$ cat src/rtl/pic_pkg.sv
`timescale 1ns/1ps
package pic_pkg;
  typedef enum logic [1:0] {
    MODE_TC     = 2'd0,
    MODE_RATE   = 2'd1,
    MODE_SQUARE = 2'd2
  } mode_e;

  typedef enum logic [1:0] {
    FMT_LATCH = 2'd0,
    FMT_LO    = 2'd1,
    FMT_HI    = 2'd2,
    FMT_LOHI  = 2'd3
  } fmt_e;

  function automatic mode_e decode_mode(input logic [1:0] code);
    case (code)
      2'd0:    return MODE_TC;
      2'd2:    return MODE_SQUARE;
      default: return MODE_RATE;
    endcase
  endfunction
endpackage

$ cat src/rtl/pic_host_if.sv
`timescale 1ns/1ps
module pic_host_if
  import pic_pkg::*;
#(
  parameter int unsigned DW = 8,
  localparam int unsigned CW = 2 * DW
) (
  input  logic          clk_i,
  input  logic          rst_ni,
  input  logic          wr_i,
  input  logic          rd_i,
  input  logic          sel_ctrl_i,
  input  logic [DW-1:0] wdata_i,
  input  logic [CW-1:0] count_i,
  output logic [DW-1:0] rdata_o,
  output mode_e         mode_o,
  output mode_e         cfg_mode_o,
  output logic          cfg_stb_o,
  output logic          first_stb_o,
  output logic          load_stb_o,
  output logic [CW-1:0] reload_o,
  output logic          latched_o
);
  logic ctrl_wr, data_wr, data_rd, is_latch;
  logic unused_hi;
  mode_e         mode_q;
  fmt_e          fmt_q;
  logic          wr_hi_q, rd_hi_q, latched_q;
  logic [CW-1:0] reload_q, ol_q;

  assign ctrl_wr   = wr_i & sel_ctrl_i;
  assign data_wr   = wr_i & ~sel_ctrl_i;
  assign data_rd   = rd_i & ~sel_ctrl_i;
  assign is_latch  = ctrl_wr & (wdata_i[3:2] == FMT_LATCH);
  assign cfg_stb_o = ctrl_wr & ~is_latch;
  assign unused_hi = ^wdata_i[DW-1:4];

  assign cfg_mode_o  = decode_mode(wdata_i[1:0]);
  assign first_stb_o = data_wr & (fmt_q == FMT_LOHI) & ~wr_hi_q;
  assign load_stb_o  = data_wr & ((fmt_q != FMT_LOHI) | wr_hi_q);

  always_ff @(posedge clk_i or negedge rst_ni) begin
    if (!rst_ni) begin
      mode_q    <= MODE_TC;
      fmt_q     <= FMT_LOHI;
      wr_hi_q   <= 1'b0;
      rd_hi_q   <= 1'b0;
      latched_q <= 1'b0;
      reload_q  <= '0;
      ol_q      <= '0;
    end else if (cfg_stb_o) begin
      mode_q    <= cfg_mode_o;
      fmt_q     <= fmt_e'(wdata_i[3:2]);
      wr_hi_q   <= 1'b0;
      rd_hi_q   <= 1'b0;
      latched_q <= 1'b0;
    end else begin
      // output latch follows the counter until frozen
      if (!latched_q) ol_q <= count_i;
      if (is_latch) latched_q <= 1'b1;
      if (data_wr) begin
        case (fmt_q)
          FMT_LO: reload_q <= {{DW{1'b0}}, wdata_i};
          FMT_HI: reload_q <= {wdata_i, {DW{1'b0}}};
          default: begin
            if (!wr_hi_q) reload_q[DW-1:0]  <= wdata_i;
            else          reload_q[CW-1:DW] <= wdata_i;
            wr_hi_q <= ~wr_hi_q;
          end
        endcase
      end
      if (data_rd) begin
        if (fmt_q == FMT_LOHI) rd_hi_q <= ~rd_hi_q;
        if ((fmt_q != FMT_LOHI) || rd_hi_q) latched_q <= 1'b0;
      end
    end
  end

  always_comb begin
    case (fmt_q)
      FMT_HI:   rdata_o = ol_q[CW-1:DW];
      FMT_LOHI: rdata_o = rd_hi_q ? ol_q[CW-1:DW] : ol_q[DW-1:0];
      default:  rdata_o = ol_q[DW-1:0];
    endcase
  end

  assign mode_o    = mode_q;
  assign reload_o  = reload_q;
  assign latched_o = latched_q;
endmodule

$ cat src/rtl/pic_count_core.sv
`timescale 1ns/1ps
module pic_count_core
  import pic_pkg::*;
#(
  parameter int unsigned CW = 16
) (
  input  logic          clk_i,
  input  logic          rst_ni,
  input  logic          tick_i,
  input  logic          gate_i,
  input  mode_e         mode_i,
  input  logic          cfg_stb_i,
  input  mode_e         cfg_mode_i,
  input  logic          first_stb_i,
  input  logic          load_stb_i,
  input  logic [CW-1:0] reload_i,
  output logic [CW-1:0] count_o,
  output logic          out_o
);
  logic [CW-1:0] ce_q, step;
  logic          out_q, run_q, pend_q, gate_q;
  logic          gate_rise, sq_expire;

  // square wave: even counts step by 2; odd counts take one extra step of 1 (high) or 3 (low)
  always_comb begin
    if (!ce_q[0])   step = CW'(2);
    else if (out_q) step = CW'(1);
    else            step = CW'(3);
  end

  assign sq_expire = (ce_q != '0) && (ce_q <= step);
  assign gate_rise = gate_i & ~gate_q;

  always_ff @(posedge clk_i or negedge rst_ni) begin
    if (!rst_ni) begin
      ce_q   <= '0;
      out_q  <= 1'b1;
      run_q  <= 1'b0;
      pend_q <= 1'b0;
      gate_q <= 1'b0;
    end else if (cfg_stb_i) begin
      run_q  <= 1'b0;
      pend_q <= 1'b0;
      out_q  <= (cfg_mode_i != MODE_TC);
    end else begin
      if (tick_i) begin
        gate_q <= gate_i;
        if (pend_q && (!run_q || mode_i == MODE_TC)) begin
          ce_q   <= reload_i;
          run_q  <= 1'b1;
          pend_q <= 1'b0;
        end else if (run_q) begin
          case (mode_i)
            MODE_TC: begin
              if (gate_i) begin
                ce_q <= ce_q - CW'(1);
                if (ce_q == CW'(1)) out_q <= 1'b1;
              end
            end
            MODE_RATE: begin
              if (!gate_i) begin
                out_q <= 1'b1;
              end else if (gate_rise || ce_q == CW'(1)) begin
                ce_q  <= reload_i;
                out_q <= 1'b1;
              end else begin
                ce_q <= ce_q - CW'(1);
                if (ce_q == CW'(2)) out_q <= 1'b0;
              end
            end
            default: begin
              if (!gate_i) begin
                out_q <= 1'b1;
              end else if (gate_rise) begin
                ce_q  <= reload_i;
                out_q <= 1'b1;
              end else if (sq_expire) begin
                ce_q  <= reload_i;
                out_q <= ~out_q;
              end else begin
                ce_q <= ce_q - step;
              end
            end
          endcase
        end
      end
      if (first_stb_i && mode_i == MODE_TC) begin
        run_q <= 1'b0;
        out_q <= 1'b0;
      end
      if (load_stb_i) pend_q <= 1'b1;
    end
  end

  assign count_o = ce_q;
  assign out_o   = out_q;
endmodule

$ cat src/rtl/pic_timer.sv
`timescale 1ns/1ps
module pic_timer
  import pic_pkg::*;
#(
  parameter int unsigned DATA_W = 8,
  localparam int unsigned CNT_W = 2 * DATA_W
) (
  input  logic              clk_i,
  input  logic              rst_ni,
  input  logic              tick_i,
  input  logic              gate_i,
  input  logic              wr_i,
  input  logic              rd_i,
  input  logic              sel_ctrl_i,
  input  logic [DATA_W-1:0] wdata_i,
  output logic [DATA_W-1:0] rdata_o,
  output logic              out_o
);
  mode_e             mode_w, cfg_mode_w;
  logic              cfg_stb_w, first_stb_w, load_stb_w, latched_w;
  logic [CNT_W-1:0]  reload_w, count_w;

  pic_host_if #(.DW(DATA_W)) u_host (
    .clk_i       (clk_i),
    .rst_ni      (rst_ni),
    .wr_i        (wr_i),
    .rd_i        (rd_i),
    .sel_ctrl_i  (sel_ctrl_i),
    .wdata_i     (wdata_i),
    .count_i     (count_w),
    .rdata_o     (rdata_o),
    .mode_o      (mode_w),
    .cfg_mode_o  (cfg_mode_w),
    .cfg_stb_o   (cfg_stb_w),
    .first_stb_o (first_stb_w),
    .load_stb_o  (load_stb_w),
    .reload_o    (reload_w),
    .latched_o   (latched_w)
  );

  pic_count_core #(.CW(CNT_W)) u_core (
    .clk_i       (clk_i),
    .rst_ni      (rst_ni),
    .tick_i      (tick_i),
    .gate_i      (gate_i),
    .mode_i      (mode_w),
    .cfg_stb_i   (cfg_stb_w),
    .cfg_mode_i  (cfg_mode_w),
    .first_stb_i (first_stb_w),
    .load_stb_i  (load_stb_w),
    .reload_i    (reload_w),
    .count_o     (count_w),
    .out_o       (out_o)
  );
endmodule

$ cat config.mk
export PLATFORM = sky130hd
export DESIGN_NAME = pic_timer
export DESIGN_NICKNAME = d
export VERILOG_FILES = /design/src/rtl/pic_pkg.sv /design/src/rtl/pic_host_if.sv /design/src/rtl/pic_count_core.sv /design/src/rtl/pic_timer.sv
export SDC_FILE = /design/constraint.sdc
export NUM_CORES = 1
export LEC_CHECK = 0
export BUFFER_PORTS_ARGS = -buffer_cell sky130_fd_sc_hd__buf_2
export CORE_ASPECT_RATIO = 0.75
export CORE_MARGIN = 4
export CORE_UTILIZATION = 45
export DETAILED_ROUTE_END_ITERATION = 16
export HOLD_SLACK_MARGIN = 0.08
export PLACE_DENSITY = 0.66
export SLEW_MARGIN = 20
export SYNTH_ARGS = -nofsm -noshare
export SYNTH_HDL_FRONTEND = slang
export SYNTH_HIERARCHICAL = 1
export SYNTH_SLANG_ARGS = --single-unit
$ cat constraint.sdc
create_clock -name clk_i -period 5.45 [get_ports clk_i]
set_input_delay 1.3625 -clock clk_i [delete_from_list [all_inputs] [get_ports clk_i]]
set_output_delay 1.3625 -clock clk_i [all_outputs]
set_load 0.02 [all_outputs]
==> metrics.txt, run 1 <==
Post-Syn Area 3800 um^2; syn_nets 413; largest net degree at the start of global routing 60; area of the multi-input gates 2130 um^2; CP Data Required Time 4.09 ns; n_diodes 0; worst clock skew 0.00518 ns; Setup WS pre-CTS 1.89 ns; layout cells sized above 1 0.198; CTS Root Cell clkbuf_16; Detailed Routing Iterations Pass 1 5; Placeable Area 8060 um^2; drt initial violations 290; Sink Count 59; via count 3156; GR Util All Layers 0.218; FF+latch count, synth 59; Clock Pin Slew Worst Setup and Hold Paths 0.05 ns; reg-to-reg startpoint u_core/count_o[1]$_DFFE_PN0P_; Power Total 2.32 mW; CP Capture Type primary output; Synth Warn # 6; CP top delay family compound AO/OA/AOI/OAI gates; power density cells 550 nW/um^2; post-DP HPWL 7400 um; critical path buffer and inverter count 2; HP Class reg -> reg; die height 87.5 um; initial antenna violation count 0; pin slew with the least headroom to its limit 0.894 ns; reg2reg end u_core/count_o[1]$_DFFE_PN0P_; sequential area share after synthesis 0.390; Avg Cell Area, Syn 9.73 um^2; min cycle time layout 3.59 ns; DRC errors left 0; leak pwr 1.81 nW; worst setup path startpoint u_host/fmt_q[0]$_DFFE_PN1P_; DIE AREA 9980 um^2; Post-layout nets 428; antenna viol nets, final 0; Synth cell types 72; RSZ-0062 raised after global routing no; CTS max path bufs 2; CTS tree yes; Hold Fails Final Rpt 0; Row Count 28; post-cts repair resize count 0; async set or reset register ratio after synthesis 1.00; setup violators final 0; Arr. time, crit path 2.23 ns; cts bufs inserted 9; area growth from synthesis to final layout 11.1%; EDFF count, synth 0; RD Place Congestion 0.937; IO Pins 24; crit start category flop; setup_tns 0 ns; H-tree depth 3; CTS Hold Buffers Added 0; FF/Latch Area 1480 um^2; maximum VDD drop 0.000321 V; Final Cycle Share 0.659; Initial Utilization 0.471; main flop type after synthesis dfrtp_1; placed cell area 3930 um^2; fmax 279 MHz; vias per cell 6.13; Slew headroom 0.404; Levels on crit path 5; Max-Cap Viols 0; vias in the first global route 2982; R2R cell count 8; total wire length 10300 um; Slowest-stage cell, CP o21bai_1; Worst Path Max Fanout 7; Port Buffers 23; Final Max Slew Viols 0; WS Path Type reg -> out; Wirelength per Cell 20.0 um; end point of the critical path rdata_o[3]; postcts setup bufs 0; CP Cell Sequence inv_1 -> ha_1 -> o21bai_1 -> a22o_1 -> buf_2; die width 114 um; total grt overflow 0; outcome completed; Finished Cell Area 4220 um^2; clk_lat worst skew 0.33 ns; r2r setup slk 2.59 ns; Syn Inst Count 390; CP max stage delay 0.60 ns; final worst slack 1.86 ns; first-pass GRT wire length 16600 um; Fillers 771
==> metal layers <==
metal / global-route usage / part of all wire / vias to the layer above
li1: - / - / 1472
met1: 0.320 / 0.48 / 1524
met2: 0.295 / 0.42 / 149
met3: 0.0870 / 0.094 / 11
met4: 0.0593 / 0.010 / 0
met5: 0 / 0 / -
==> registers in the layout, indices dropped and copies added, names as in the netlist, 2 cells and up <==
signal and flops:
u_core/count_o 16, u_host/mode_o 2, u_host/reload_o 16, u_host/fmt_q 2, u_host/ol_q 16
==> where the power goes <==
group,switching [mW],total (mW),internal [mW]
registers,0.263,0.880,0.617
logic,0.483,0.881,0.398
clock network,0.194,0.558,0.365
==> logic make-up after synthesis <==
kind of cell,Yosys count,share of synthesized area
AOI/OAI and AO/OA,113,0.227
xor gates and xnor gates,10,0.0231
adders and majority gates,8,0.0264
DFF,59,0.390
buffers and inverters,37,0.0491
muxes,29,0.0933
and+or+nand+nor,134,0.191
==> placed cells by master (no fill, tap or decap), types with 4 or more instances in the layout <==
cell / n
a221o_1: 7
and2_1: 5
mux2_4: 10
a21o_1: 5
nor2b_1: 5
mux2i_1: 8
a31oi_1: 8
nand3_1: 9
nand2b_1: 4
nor3_1: 9
dfrtp_1: 56
inv_1: 17
clkbuf_16: 9
nand4_1: 5
o31ai_1: 8
nor2_1: 23
o22ai_1: 4
a21oi_1: 9
mux2_2: 10
xnor2_1: 7
buf_2: 23
o21ai_0: 25
a22oi_1: 5
nand3b_1: 4
a22o_1: 8
nand2_1: 47
ha_1: 8
==> area by class of cell <==
| cell class | instances | area share |
|---|---|---|
| tap | 105 | 0.0311 |
| timing repair buffer | 24 | 0.0291 |
| sequential | 59 | 0.351 |
| clock inverter | 3 | 0.00949 |
| inverter | 17 | 0.0151 |
| clock buffer | 13 | 0.0593 |
| multi-input combinational | 294 | 0.505 |
==> cell usage after synthesis, types with 3 or more instances <==
| cell type | count | area, um^2 |
|---|---|---|
| nand2b_1 | 4 | 25.0 |
| a21oi_1 | 9 | 45.0 |
| a22o_1 | 8 | 70.1 |
| nor2b_1 | 5 | 31.3 |
| nand3b_1 | 4 | 30.0 |
| o31ai_1 | 8 | 60.1 |
| ha_1 | 8 | 100 |
| and2_1 | 5 | 31.3 |
| dfstp_2 | 3 | 78.8 |
| nor3b_1 | 3 | 22.5 |
| nor4_2 | 3 | 37.5 |
| a221o_1 | 7 | 70.1 |
| inv_1 | 17 | 63.8 |
| clkbuf_1 | 8 | 30.0 |
| nor2_1 | 23 | 86.3 |
| nor3_1 | 9 | 45.0 |
| o21ai_0 | 25 | 125 |
| nand2_1 | 47 | 176 |
| or3_1 | 3 | 18.8 |
| mux2i_1 | 8 | 80.1 |
| o22ai_1 | 4 | 25.0 |
| xor2_1 | 3 | 26.3 |
| o211ai_1 | 3 | 22.5 |
| o21a_1 | 3 | 22.5 |
| a31oi_1 | 8 | 50.1 |
| mux2_4 | 10 | 150 |
| a22oi_1 | 5 | 37.5 |
| a21o_1 | 5 | 37.5 |
| mux2_2 | 10 | 113 |
| nand4_1 | 5 | 31.3 |
| nand3_1 | 9 | 45.0 |
| xnor2_1 | 7 | 61.3 |
| dfrtp_1 | 56 | 1400 |
| buf_2 | 7 | 35.0 |
| buf_6 | 3 | 33.8 |
==> worst register-to-register path, cell delays in order, from the launching register on <==
cell and delay [ns]:
dfrtp_1 0.47, inv_1 0.15, ha_1 0.22, nor3b_4 0.41, nor2_1 0.16, a21boi_2 0.63
nand2_2 0.26, o221a_2 0.32, o21ai_0 0.16
==> how the worst min path moves through the flow <==
stage / start / endpoint / slack (ns) / cells past startpoint
after floorplan: u_host/reload_o[7]$_DFFE_PN0P_ / u_core/count_o[7]$_DFFE_PN0P_ / 0.45 / 2
after global placement: u_host/fmt_q[1]$_DFFE_PN1P_ / u_host/fmt_q[1]$_DFFE_PN1P_ / 0.47 / 2
after detailed placement: u_host/fmt_q[0]$_DFFE_PN1P_ / u_host/fmt_q[0]$_DFFE_PN1P_ / 0.48 / 2
after CTS: u_host/fmt_q[1]$_DFFE_PN1P_ / u_host/fmt_q[1]$_DFFE_PN1P_ / 0.49 / 2
after global routing: u_host/fmt_q[0]$_DFFE_PN1P_ / u_host/fmt_q[0]$_DFFE_PN1P_ / 0.50 / 2
final: u_host/fmt_q[1]$_DFFE_PN1P_ / u_host/fmt_q[1]$_DFFE_PN1P_ / 0.48 / 2
==> stage by stage <==
step / cells / utilization / hold WS [ns]
3_5_place_dp: 499 / 0.487 / 0.477
6_report: 515 / 0.523 / 0.482
2_1_floorplan: 390 / - / 0.450
4_1_cts: 515 / 0.523 / 0.486
5_1_grt: 515 / 0.523 / 0.503
3_3_place_gp: 499 / 0.487 / 0.470
Note: power is estimated with default switching activity, not from simulation.
==> inputs of run 2 (changes only) <==
--- a/config.mk
+++ b/config.mk
@@ -5,6 +5,7 @@
 export SDC_FILE = /design/constraint.sdc
 export NUM_CORES = 1
 export LEC_CHECK = 0
+export ABC_AREA = 1
 export BUFFER_PORTS_ARGS = -buffer_cell sky130_fd_sc_hd__buf_2
 export CORE_ASPECT_RATIO = 0.75
 export CORE_MARGIN = 4
==> constraint.sdc (replaced) <==
create_clock -name clk_i -period 3.6 [get_ports clk_i]
set_input_delay 0.9 -clock clk_i [delete_from_list [all_inputs] [get_ports clk_i]]
set_output_delay 0.9 -clock clk_i [all_outputs]
set_load 0.02 [all_outputs]
==> metrics.txt, run 2 <==
FF+latch count, synth 59 (unchanged); die height 90.0 um (+2.8%); Port Buffers 23 (unchanged); Power Total 3.56 mW (+54%); CP max stage delay 0.55 ns (-0.05 ns); CP Cell Sequence inv_1 -> ha_1 -> a21oi_1 -> o21ai_0 -> buf_2; sequential area share after synthesis 0.367 (-0.0231); main flop type after synthesis dfrtp_1; antenna viol nets, final 0 (unchanged); pin slew with the least headroom to its limit 0.714 ns (-0.180 ns); Synth top cells by count nand2_1, nor2_1, nand3_1; CTS max path bufs 2 (unchanged); total wire length 10400 um (+1.3%); syn_nets 589 (+43%); GR Util All Layers 0.205 (-0.0126); n_diodes 0 (unchanged); outcome completed; Worst Path Max Fanout 8 (+1); Arr. time, crit path 2.07 ns (-0.16 ns); largest net degree at the start of global routing 43 (-28%); final worst slack 0.633 ns (-1.23 ns); post-cts repair resize count 0 (unchanged); most frequent cells in the layout nand2_1, nor2_1, nand3_1; CTS tree yes; Hold Fails Final Rpt 0 (unchanged); leak pwr 2.28 nW (+26%); most numerous cell in the Yosys netlist nand2_1; CTS Root Cell clkbuf_16; layout cells sized above 1 0.187 (-0.0107); Initial Utilization 0.469 (-0.00189); WS Path Type reg -> out; initial antenna violation count 0 (unchanged); async set or reset register ratio after synthesis 1.00 (unchanged); Setup WS pre-CTS 0.823 ns (-1.06 ns); postcts setup bufs 0 (unchanged); DRC errors left 0 (unchanged); CP Capture Type primary output; EDFF count, synth 0 (unchanged); power density cells 789 nW/um^2 (+44%); Final Cycle Share 0.824; RSZ-0062 raised after global routing no; worst clock skew 0.00583 ns (+0.000650 ns); Wirelength per Cell 14.8 um (-26%); drt initial violations 419 (+44%); Sink Count 59 (unchanged); H-tree depth 3 (unchanged); area share of the largest cell type after synthesis 0.347 (-0.0219); setup violators final 0 (unchanged); cts bufs inserted 9 (unchanged); Row Count 29 (+3.6%); maximum VDD drop 0.000307 V (-4.2%); area growth from synthesis to final layout 11.9%; largest area contributor in the netlist dfrtp_1; area of the multi-input gates 2210 um^2 (+3.9%); IO Pins 24 (unchanged); CTS Hold Buffers Added 0 (unchanged); DIE AREA 10600 um^2 (+5.8%); total grt overflow 0 (unchanged); via count 3731 (+18%); crit start category flop; Slowest-stage cell, CP dfstp_2; die width 117 um (+2.9%); HP Class reg -> reg; Clock Pin Slew Worst Setup and Hold Paths 0.06 ns (about the same); Post-Syn Area 4040 um^2 (+6.3%); Max-Cap Viols 0 (unchanged); min cycle time layout 2.97 ns; Final Max Slew Viols 0 (unchanged); FF/Latch Area 1480 um^2 (unchanged); Synth Warn # 6 (unchanged); post-DP HPWL 7630 um (+3.2%); Post-layout nets 612 (+43%); clk_lat worst skew 0.33 ns (about the same); vias in the first global route 3480 (+17%); Synth cell types 40 (-44%); Detailed Routing Iterations Pass 1 5 (unchanged); vias per cell 5.31 (-13%); first-pass GRT wire length 17700 um (+6.2%); Slew headroom 0.523 (+0.119); Placeable Area 8600 um^2 (+6.7%); Avg Cell Area, Syn 7.13 um^2 (-27%); fmax 337 MHz; Syn Inst Count 566 (+45%); RD Place Congestion 0.979 (+4.5%); WHS Path Cells 2 (unchanged); CP Data Required Time 2.70 ns (-1.39 ns); Fillers 831 (+7.8%); R2R cell count 8 (unchanged); Area contributors post-synth dfrtp_1, nand2_1, nand3_1; setup_tns 0 ns (unchanged); leading cell type in the layout, fill and taps excluded nand2_1
==> run 2: cell types whose count changed after synthesis, moves of 8 or more <==
| cell | before | now |
|---|---|---|
| a21oi_1 | 9 | 18 |
| a22o_1 | 8 | 0 |
| inv_1 | 17 | 53 |
| mux2_2 | 10 | 0 |
| mux2_4 | 10 | 0 |
| mux2i_1 | 8 | 0 |
| nand2_1 | 47 | 158 |
| nand2_2 | 1 | 36 |
| nand3_1 | 9 | 64 |
| nor2_1 | 23 | 71 |
| o31ai_1 | 8 | 0 |
| xor2_1 | 3 | 12 |
==> run 2: cells by family after synthesis <==
| family | Yosys count | share of synthesized area |
|---|---|---|
| buffers and inverters | 71 | 0.0846 |
| adders and majority gates | 8 | 0.0248 |
| AOI/OAI and AO/OA | 57 | 0.0825 |
| xor gates and xnor gates | 17 | 0.0369 |
| DFF | 59 | 0.367 |
| and+or+nand+nor | 354 | 0.404 |
==> run 2: cell type report <==
| class | count | area share |
|---|---|---|
| clock buffer | 10 | 0.0529 |
| timing repair buffer | 25 | 0.0294 |
| tap | 108 | 0.0299 |
| sequential | 59 | 0.328 |
| inverter | 58 | 0.0499 |
| clock inverter | 6 | 0.0197 |
| multi-input combinational | 436 | 0.490 |
==> run 2: final timing paths <==
path / start / to / slack [ns]
setup / recovery: u_host/fmt_q[0]$_DFFE_PN1P_ / rdata_o[4] / 0.63
hold / removal: u_host/ol_q[5]$_DFFE_PN0P_ / u_host/ol_q[5]$_DFFE_PN0P_ / 0.47
setup reg to reg: u_host/mode_o[1]$_DFFE_PN0P_ / u_core/count_o[8]$_DFFE_PN0P_ / 1.25
hold reg to reg: u_host/ol_q[5]$_DFFE_PN0P_ / u_host/ol_q[5]$_DFFE_PN0P_ / 0.47
max in group asynchronous: rst_ni / u_host/reload_o[5]$_DFFE_PN0P_ / 2.43
min in group asynchronous: rst_ni / u_host/ol_q[0]$_DFFE_PN0P_ / 0.57
==> run 2: worst max-delay path: cells and delay by family, from the launching register on <==
family | cells | cell delay [ns]
compound gates | 2 | 0.67
fa+ha+maj | 1 | 0.28
buf+inv | 2 | 0.24
flops | 1 | 0.55
==> run 2: metrics by stage <==
stage	hold WS, ns	util	std cells	cell area (um^2)
3_3_place_gp	0.455	0.487	686	4180
3_5_place_dp	0.461	0.487	686	4180
6_report	0.471	0.525	702	4510
2_1_floorplan	0.434	-	566	4040
4_1_cts	0.475	0.525	702	4510
5_1_grt	0.499	0.525	702	4510
==> run 2: power breakdown <==
group,internal (mW),switching (mW)
logic,0.489,0.885
clock network,0.624,0.317
registers,0.931,0.319
==> run 2: per-layer routing <==
layer | track usage | part of all wire | vias to the layer above | routed length [um]
met2 | 0.288 | 0.41 | 144 | 4290
met4 | 0.0605 | 0.011 | 0 | 118
li1 | - | - | 1843 | -
met5 | 0 | 0 | - | 0
met1 | 0.303 | 0.49 | 1732 | 5080
met3 | 0.0609 | 0.089 | 12 | 926
